--- src/rtl/dispirq_pkg.sv ---
// Shared constants for the display interrupt collector.
// Assumes byte addressing of 32-bit registers.
package dispirq_pkg;
    localparam int NSRC    = 4;
    localparam int DATA_W  = 32;
    localparam int SEL_W   = 2;

    // Source bit positions, decoded by software.
    localparam int SRC_UFLOW = 0;
    localparam int SRC_BASE  = 1;
    localparam int SRC_VCMP  = 2;
    localparam int SRC_BERR  = 3;

    // Register byte offsets.
    localparam int OFS_SEL  = 'h04;
    localparam int OFS_EN   = 'h08;
    localparam int OFS_CLR  = 'h0C;
    localparam int OFS_STAT = 'h10;

    typedef enum logic [SEL_W-1:0] {
        PH_SYNC   = 2'd0,
        PH_BPORCH = 2'd1,
        PH_ACTIVE = 2'd2,
        PH_FPORCH = 2'd3
    } vphase_e;
endpackage

--- src/rtl/dispirq_vcmp.sv ---
// Vertical compare detector: pulses for one cycle when the incoming
// vertical phase changes into the selected phase.
// Assumes vphase is synchronous to clk and changes at most once per cycle.
module dispirq_vcmp #(
    parameter int SEL_W = 2
) (
    input  logic             clk,
    input  logic             rst_n,
    input  logic [SEL_W-1:0] vphase,
    input  logic [SEL_W-1:0] sel,
    output logic             hit
);
    logic [SEL_W-1:0] prev_q;
    logic             valid_q;

    // Remember the phase seen in the previous cycle.
    always_ff @(posedge clk) begin
        if (!rst_n) begin
            prev_q  <= '0;
            valid_q <= 1'b0;
        end else begin
            prev_q  <= vphase;
            valid_q <= 1'b1;
        end
    end

    // Fire on entry into the selected phase only.
    always_comb begin
        hit = valid_q && (vphase == sel) && (vphase != prev_q);
    end
endmodule

--- src/rtl/dispirq_status.sv ---
// Sticky status bank: one bit per source, set by events, cleared by a
// mask; a set in the same cycle as a clear wins.
// Assumes set and clr are single-cycle qualified strobes.
module dispirq_status #(
    parameter int NSRC = 4
) (
    input  logic            clk,
    input  logic            rst_n,
    input  logic [NSRC-1:0] set,
    input  logic [NSRC-1:0] clr,
    output logic [NSRC-1:0] stat
);
    for (genvar i = 0; i < NSRC; i++) begin : g_bit
        logic bit_q;

        // Hold the pending flag for source i.
        always_ff @(posedge clk) begin
            if (!rst_n)
                bit_q <= 1'b0;
            else if (set[i])
                bit_q <= 1'b1;
            else if (clr[i])
                bit_q <= 1'b0;
        end

        assign stat[i] = bit_q;
    end
endmodule

--- src/rtl/dispirq_regs.sv ---
// Host register file: compare select, enable, clear strobe and read mux.
// Assumes one-cycle writes and a full decode of the byte address.
module dispirq_regs
    import dispirq_pkg::*;
#(
    parameter int ADDR_W = 12
) (
    input  logic              clk,
    input  logic              rst_n,
    input  logic [ADDR_W-1:0] addr,
    input  logic              wr,
    input  logic [DATA_W-1:0] wdata,
    input  logic [NSRC-1:0]   stat,
    output logic [NSRC-1:0]   en_q,
    output logic [SEL_W-1:0]  sel_q,
    output logic [NSRC-1:0]   clr,
    output logic [DATA_W-1:0] rdata
);
    localparam logic [ADDR_W-1:0] A_SEL  = ADDR_W'(OFS_SEL);
    localparam logic [ADDR_W-1:0] A_EN   = ADDR_W'(OFS_EN);
    localparam logic [ADDR_W-1:0] A_CLR  = ADDR_W'(OFS_CLR);
    localparam logic [ADDR_W-1:0] A_STAT = ADDR_W'(OFS_STAT);

    logic hit_sel, hit_en, hit_clr, hit_stat;

    // Decode the full address.
    always_comb begin
        hit_sel  = (addr == A_SEL);
        hit_en   = (addr == A_EN);
        hit_clr  = (addr == A_CLR);
        hit_stat = (addr == A_STAT);
    end

    // Writable enable and compare select state.
    always_ff @(posedge clk) begin
        if (!rst_n) begin
            en_q  <= '0;
            sel_q <= '0;
        end else if (wr) begin
            if (hit_en)
                en_q <= wdata[NSRC-1:0];
            if (hit_sel)
                sel_q <= wdata[SEL_W-1:0];
        end
    end

    // Write-one-to-clear strobe for the status bank.
    always_comb begin
        clr = (wr && hit_clr) ? wdata[NSRC-1:0] : '0;
    end

    // Read multiplexer; unmapped offsets read zero.
    always_comb begin
        rdata = '0;
        if (hit_sel)
            rdata[SEL_W-1:0] = sel_q;
        else if (hit_en)
            rdata[NSRC-1:0] = en_q;
        else if (hit_stat)
            rdata[NSRC-1:0] = stat;
    end
endmodule

--- src/rtl/dispirq_unit.sv ---
// Display interrupt collector top: joins event pulses and the vertical
// compare detector into sticky status, gates it with enables and drives
// per-source and combined interrupt lines.
// Assumes all inputs are synchronous to clk.
module dispirq_unit
    import dispirq_pkg::*;
#(
    parameter int ADDR_W = 12
) (
    input  logic              clk,
    input  logic              rst_n,
    input  logic [ADDR_W-1:0] reg_addr,
    input  logic              reg_wr,
    input  logic [31:0]       reg_wdata,
    output logic [31:0]       reg_rdata,
    input  logic              ev_underflow,
    input  logic              ev_base_upd,
    input  logic              ev_bus_err,
    input  logic [1:0]        vphase,
    output logic [3:0]        irq_line,
    output logic              irq_any
);
    logic [NSRC-1:0]  en_q;
    logic [NSRC-1:0]  stat_q;
    logic [NSRC-1:0]  clr;
    logic [NSRC-1:0]  set;
    logic [SEL_W-1:0] sel_q;
    logic             vcmp_ev;

    dispirq_regs #(.ADDR_W(ADDR_W)) u_regs (
        .clk   (clk),
        .rst_n (rst_n),
        .addr  (reg_addr),
        .wr    (reg_wr),
        .wdata (reg_wdata),
        .stat  (stat_q),
        .en_q  (en_q),
        .sel_q (sel_q),
        .clr   (clr),
        .rdata (reg_rdata)
    );

    dispirq_vcmp #(.SEL_W(SEL_W)) u_vcmp (
        .clk    (clk),
        .rst_n  (rst_n),
        .vphase (vphase),
        .sel    (sel_q),
        .hit    (vcmp_ev)
    );

    // Place each event at its fixed status position.
    always_comb begin
        set            = '0;
        set[SRC_UFLOW] = ev_underflow;
        set[SRC_BASE]  = ev_base_upd;
        set[SRC_VCMP]  = vcmp_ev;
        set[SRC_BERR]  = ev_bus_err;
    end

    dispirq_status #(.NSRC(NSRC)) u_stat (
        .clk   (clk),
        .rst_n (rst_n),
        .set   (set),
        .clr   (clr),
        .stat  (stat_q)
    );

    // Gate each pending source with its enable.
    for (genvar i = 0; i < NSRC; i++) begin : g_line
        assign irq_line[i] = stat_q[i] & en_q[i];
    end

    // Combined line: any enabled source pending.
    always_comb begin
        irq_any = |(stat_q & en_q);
    end
endmodule

--- config.mk ---
export PLATFORM = sky130hd
export DESIGN_NAME = dispirq_unit
export DESIGN_NICKNAME = d
export VERILOG_FILES = /design/src/rtl/dispirq_pkg.sv /design/src/rtl/dispirq_vcmp.sv /design/src/rtl/dispirq_status.sv /design/src/rtl/dispirq_regs.sv /design/src/rtl/dispirq_unit.sv
export SDC_FILE = /design/constraint.sdc
export NUM_CORES = 1
export LEC_CHECK = 0
export ABC_AREA = 1
export CAP_MARGIN = 15
export CORE_ASPECT_RATIO = 1.1
export CORE_MARGIN = 2
export CORE_UTILIZATION = 34
export DETAILED_ROUTE_END_ITERATION = 16
export PLACE_DENSITY = 0.86
export REMOVE_ABC_BUFFERS = 1
export SLEW_MARGIN = 20
export SYNTH_ARGS = -nofsm -noshare
export SYNTH_HDL_FRONTEND = slang
export SYNTH_SLANG_ARGS = --single-unit
--- constraint.sdc ---
create_clock -name clk -period 2.22 [get_ports clk]
set_input_delay 0.444 -clock clk [delete_from_list [all_inputs] [get_ports clk]]
set_output_delay 0.444 -clock clk [all_outputs]
set_load 0.05 [all_outputs]
==> summary.md <==
| Metric | Value |
|---|---|
| Hold Path Class | reg -> reg |
| Worst slew pin tran | 0.511 ns |
| Reg2reg start | u_regs.sel_q[1] |
| Iteration-0 DRC count of the detailed router | 19 |
| Final net count | 262 |
| P per Cell Area | 386 mW/mm^2 |
| Routed vias/inst | 4.19 |
| CTS Sinks | 13 |
| Reg2Reg Setup Slack | 1.29 ns |
| Clk root buf | clkbuf_4 |
| Ant. Diodes | 0 |
| Slew Limit Fails | 0 |
| Sequential fraction of the synthesis area | 0.257 |
| Starting Density | 0.362 |
| Top Usage Layer GRT | met2 |
| YS warnings | 0 |
| Detail Placement HPWL | 1800 um |
| Post-layout min period | 2.14 ns |
| Reg-to-reg endpoint | u_stat.g_bit[2].bit_q |
| Clk buf depth | 2 |
| Crit path arrival time | 1.69 ns |
| FILL cells | 286 |
| Max VDD drop | 0.301 mV |
| H-Tree Depth | 1 |
| Total die area | 0.00343 sq mm |
| Largest net degree at the start of global routing | 11 |
| Library cells used by synthesis | 17 |
| Final hold viol count | 0 |
| R2R cell count | 6 |
| Worst Path Max Fanout | 3 |
| Post-Synth XOR/XNOR Area | 0.0173 |
| Setup violators final | 0 |
| CTS tree | done |
| Via count | 1013 |
| Clock Skews | 0.00687 ns |
| CP endpoint | reg_rdata[0] |
| Data required time of the critical path | 1.78 ns |
| Vias in the first global route | 880 |
| Setup TNS | 0 ns |
| Share of layout cells above drive strength 1 | 0.172 |
| Antenna violations before repair | 0 |
| Global route overflow | 0 |
| Maximum clock rate | 0.468 GHz |
| Initial DRT Pass Iterations | 4 |
| Largest family of logic cells by synthesized area | simple AND/OR/NAND/NOR gates |
| Multi-input logic area | 606 sq um |
| Global placement routability congestion | 0.813 |
| Routed WL | 2280 um |
| Die X | 56.1 um |
| Antenna Nets Post-Route | 0 |
| Met2 usage | 0.257 |
| Worst skew pair latency | 0.27 ns |
| Num rows | 20 |
| Mux cell area share after synthesis | 0 |
| Top post-synthesis cells by area | dfxtp_1 (26%), buf_4 (21%), nand2_1 (16%), inv_1 (9.3%), nor2_1 (8.9%) |
| Die height | 61.3 um |
| Met3 usage | 0.0210 |
| All-Layer GR Usage | 0.130 |
| Fin crit share | 0.963 |
| Global-route wire length before repair | 3650 um |
| Post-synth top area cell | dfxtp_1 |
| Leak | 0.869 nW |
| Clock-pin transition on the worst setup and hold timing paths | 0.07 ns |
| DRC Markers | 0 |
| Synth Area in Compound Gates | 0.0370 |
| Core area | 0.00280 sq mm |
| Synth top area share | 0.257 |
| Core Util, Final | 0.531 |
| Slew margin rel. | 0.658 |
| CP startpoint kind | primary input |
| Area Growth Syn to Fin | 46.9% |
| CP Launch Point | reg_addr[0] |
| M1 GR Usage | 0.148 |
| Max-cap viol count | 0 |
| Crit path capture type | primary output |
| Mapped Area | 0.00101 sq mm |
| Register area | 260 sq um |
| Boundary Pins | 89 |
| Syn Inst Count | 166 |
| Outcome | finished clean |
| Port-buffer cells | 32 |
| Syn_area_per_cell | 6.11 sq um |
| Simple-gate share of the synthesized area | 0.369 |
| Synth Register Bits | 13 |
| Setup CP Type | in -> out |
| Wire per inst | 9.42 um |
| Unrepaired setup endpoints after global routing | no |
| Num CTS Buffers | 3 |
| Post-Synth Adder-Cell Area | 0 |
-- kinds of logic (layout without fill, tap and decap cells) --
family                 count (synthesis)  in the layout
AO/OA/AOI/OAI                          7              7
AND/OR/NAND/NOR                       88             88
XOR/XNOR                               2              2
flip-flops                            13             13
buffers and inverters                 55             71
other                                  1             28
-- synthesized netlist by cell type --
| library cell | n |
|---|---|
| a21boi_0 | 1 |
| nand4_1 | 1 |
| buf_4 | 28 |
| nor3_2 | 1 |
| buf_6 | 1 |
| dfxtp_1 | 13 |
| nand3_1 | 14 |
| buf_2 | 1 |
| o21ai_0 | 2 |
| xnor2_1 | 2 |
| nand2_1 | 44 |
| a21oi_1 | 4 |
| conb_1 | 1 |
| nor2_2 | 2 |
| nand3_2 | 2 |
| nor2_1 | 24 |
| inv_1 | 25 |
-- cells in the final DEF, fill, tap and decap left out, drive strengths merged --
cell type | netlist | layout
a21boi | 1 | 1
xnor2 | 2 | 2
inv | 25 | 25
nand2 | 44 | 44
clkdlybuf4s50 | 0 | 16
nor2 | 26 | 26
a21oi | 4 | 4
nor3 | 1 | 1
dlymetal6s2s | 0 | 10
dfxtp | 13 | 13
dlygate4sd2 | 0 | 2
nand4 | 1 | 1
conb | 1 | 28
buf | 30 | 14
clkbuf | 0 | 4
o21ai | 2 | 2
nand3 | 16 | 16
-- how the worst min path moves through the flow --
| stage | endpoint | start | cells past startpoint | slack (ns) |
|---|---|---|---|---|
| 2_1_floorplan | u_stat.g_bit[0].bit_q | u_stat.g_bit[0].bit_q | 2 | 0.45 |
| 3_3_place_gp | u_stat.g_bit[1].bit_q | u_stat.g_bit[1].bit_q | 2 | 0.48 |
| 3_5_place_dp | u_stat.g_bit[1].bit_q | u_stat.g_bit[1].bit_q | 2 | 0.48 |
| 4_1_cts | u_stat.g_bit[1].bit_q | u_stat.g_bit[1].bit_q | 2 | 0.49 |
| 5_1_grt | u_stat.g_bit[1].bit_q | u_stat.g_bit[1].bit_q | 2 | 0.51 |
| 6_report | u_stat.g_bit[1].bit_q | u_stat.g_bit[1].bit_q | 2 | 0.49 |
-- registers in the layout, indices dropped and copies added (netlist names) --
register            cells
u_stat.g_bit.bit_q      4
u_regs.en_q             4
u_vcmp.valid_q          1
u_vcmp.prev_q           2
u_regs.sel_q            2
-- stage by stage --
stage                     worst slack (ns)  cell area, sq um  hold slack, ns  instances  power (mW)
after global placement             -0.0767              1360           0.480        237       0.434
after detailed placement            -0.122              1360           0.483        237       0.437
after CTS                         -0.00567              1410           0.494        241       0.579
final                               0.0811              1490           0.488        242       0.575
after global routing                0.0332              1490           0.511        242       0.607
after floorplan                    -0.0990               888           0.452        163       0.375
-- routing by layer --
metal,up-vias,part of all wire
li1,528,-
met1,441,0.38
met2,39,0.54
met3,5,0.061
met4,0,0.021
met5,-,0
-- critical path, stage by stage --
cell	delay [ns]
dlygate4sd2_1	0.25
nor2_2	0.15
nand2_2	0.10
nor2_4	0.14
buf_4	0.14
nand3_1	0.07
nand2_1	0.06
inv_1	0.05
nand2_2	0.07
nand2_2	0.07
buf_12	0.15
-- final cells by class --
class / instances / share of cell area
repair buffers: 42 / 0.310
clock buffers: 4 / 0.0176
inverters: 25 / 0.0630
flip-flops and latches: 13 / 0.175
multi-input cells: 125 / 0.407
well taps: 33 / 0.0277
-- what timing repair did --
action | 4_1_cts | 5_1_grt
pin swaps | 3 | 12
hold buffers | 0 | 0
endpoints found under the setup margin | 4 | 4
setup buffers | 0 | 1
gates resized for setup | 13 | 22
-- where the power goes --
group	switching, mW	internal, mW	total [mW]	leakage [nW]
Combinational	0.139	0.0496	0.189	0.747
Clock	0.0709	0.0695	0.140	0.0150
Sequential	0.00519	0.241	0.246	0.107
Total	0.215	0.360	0.575	0.869
No activity file was read; power rests on OpenSTA's default activity.
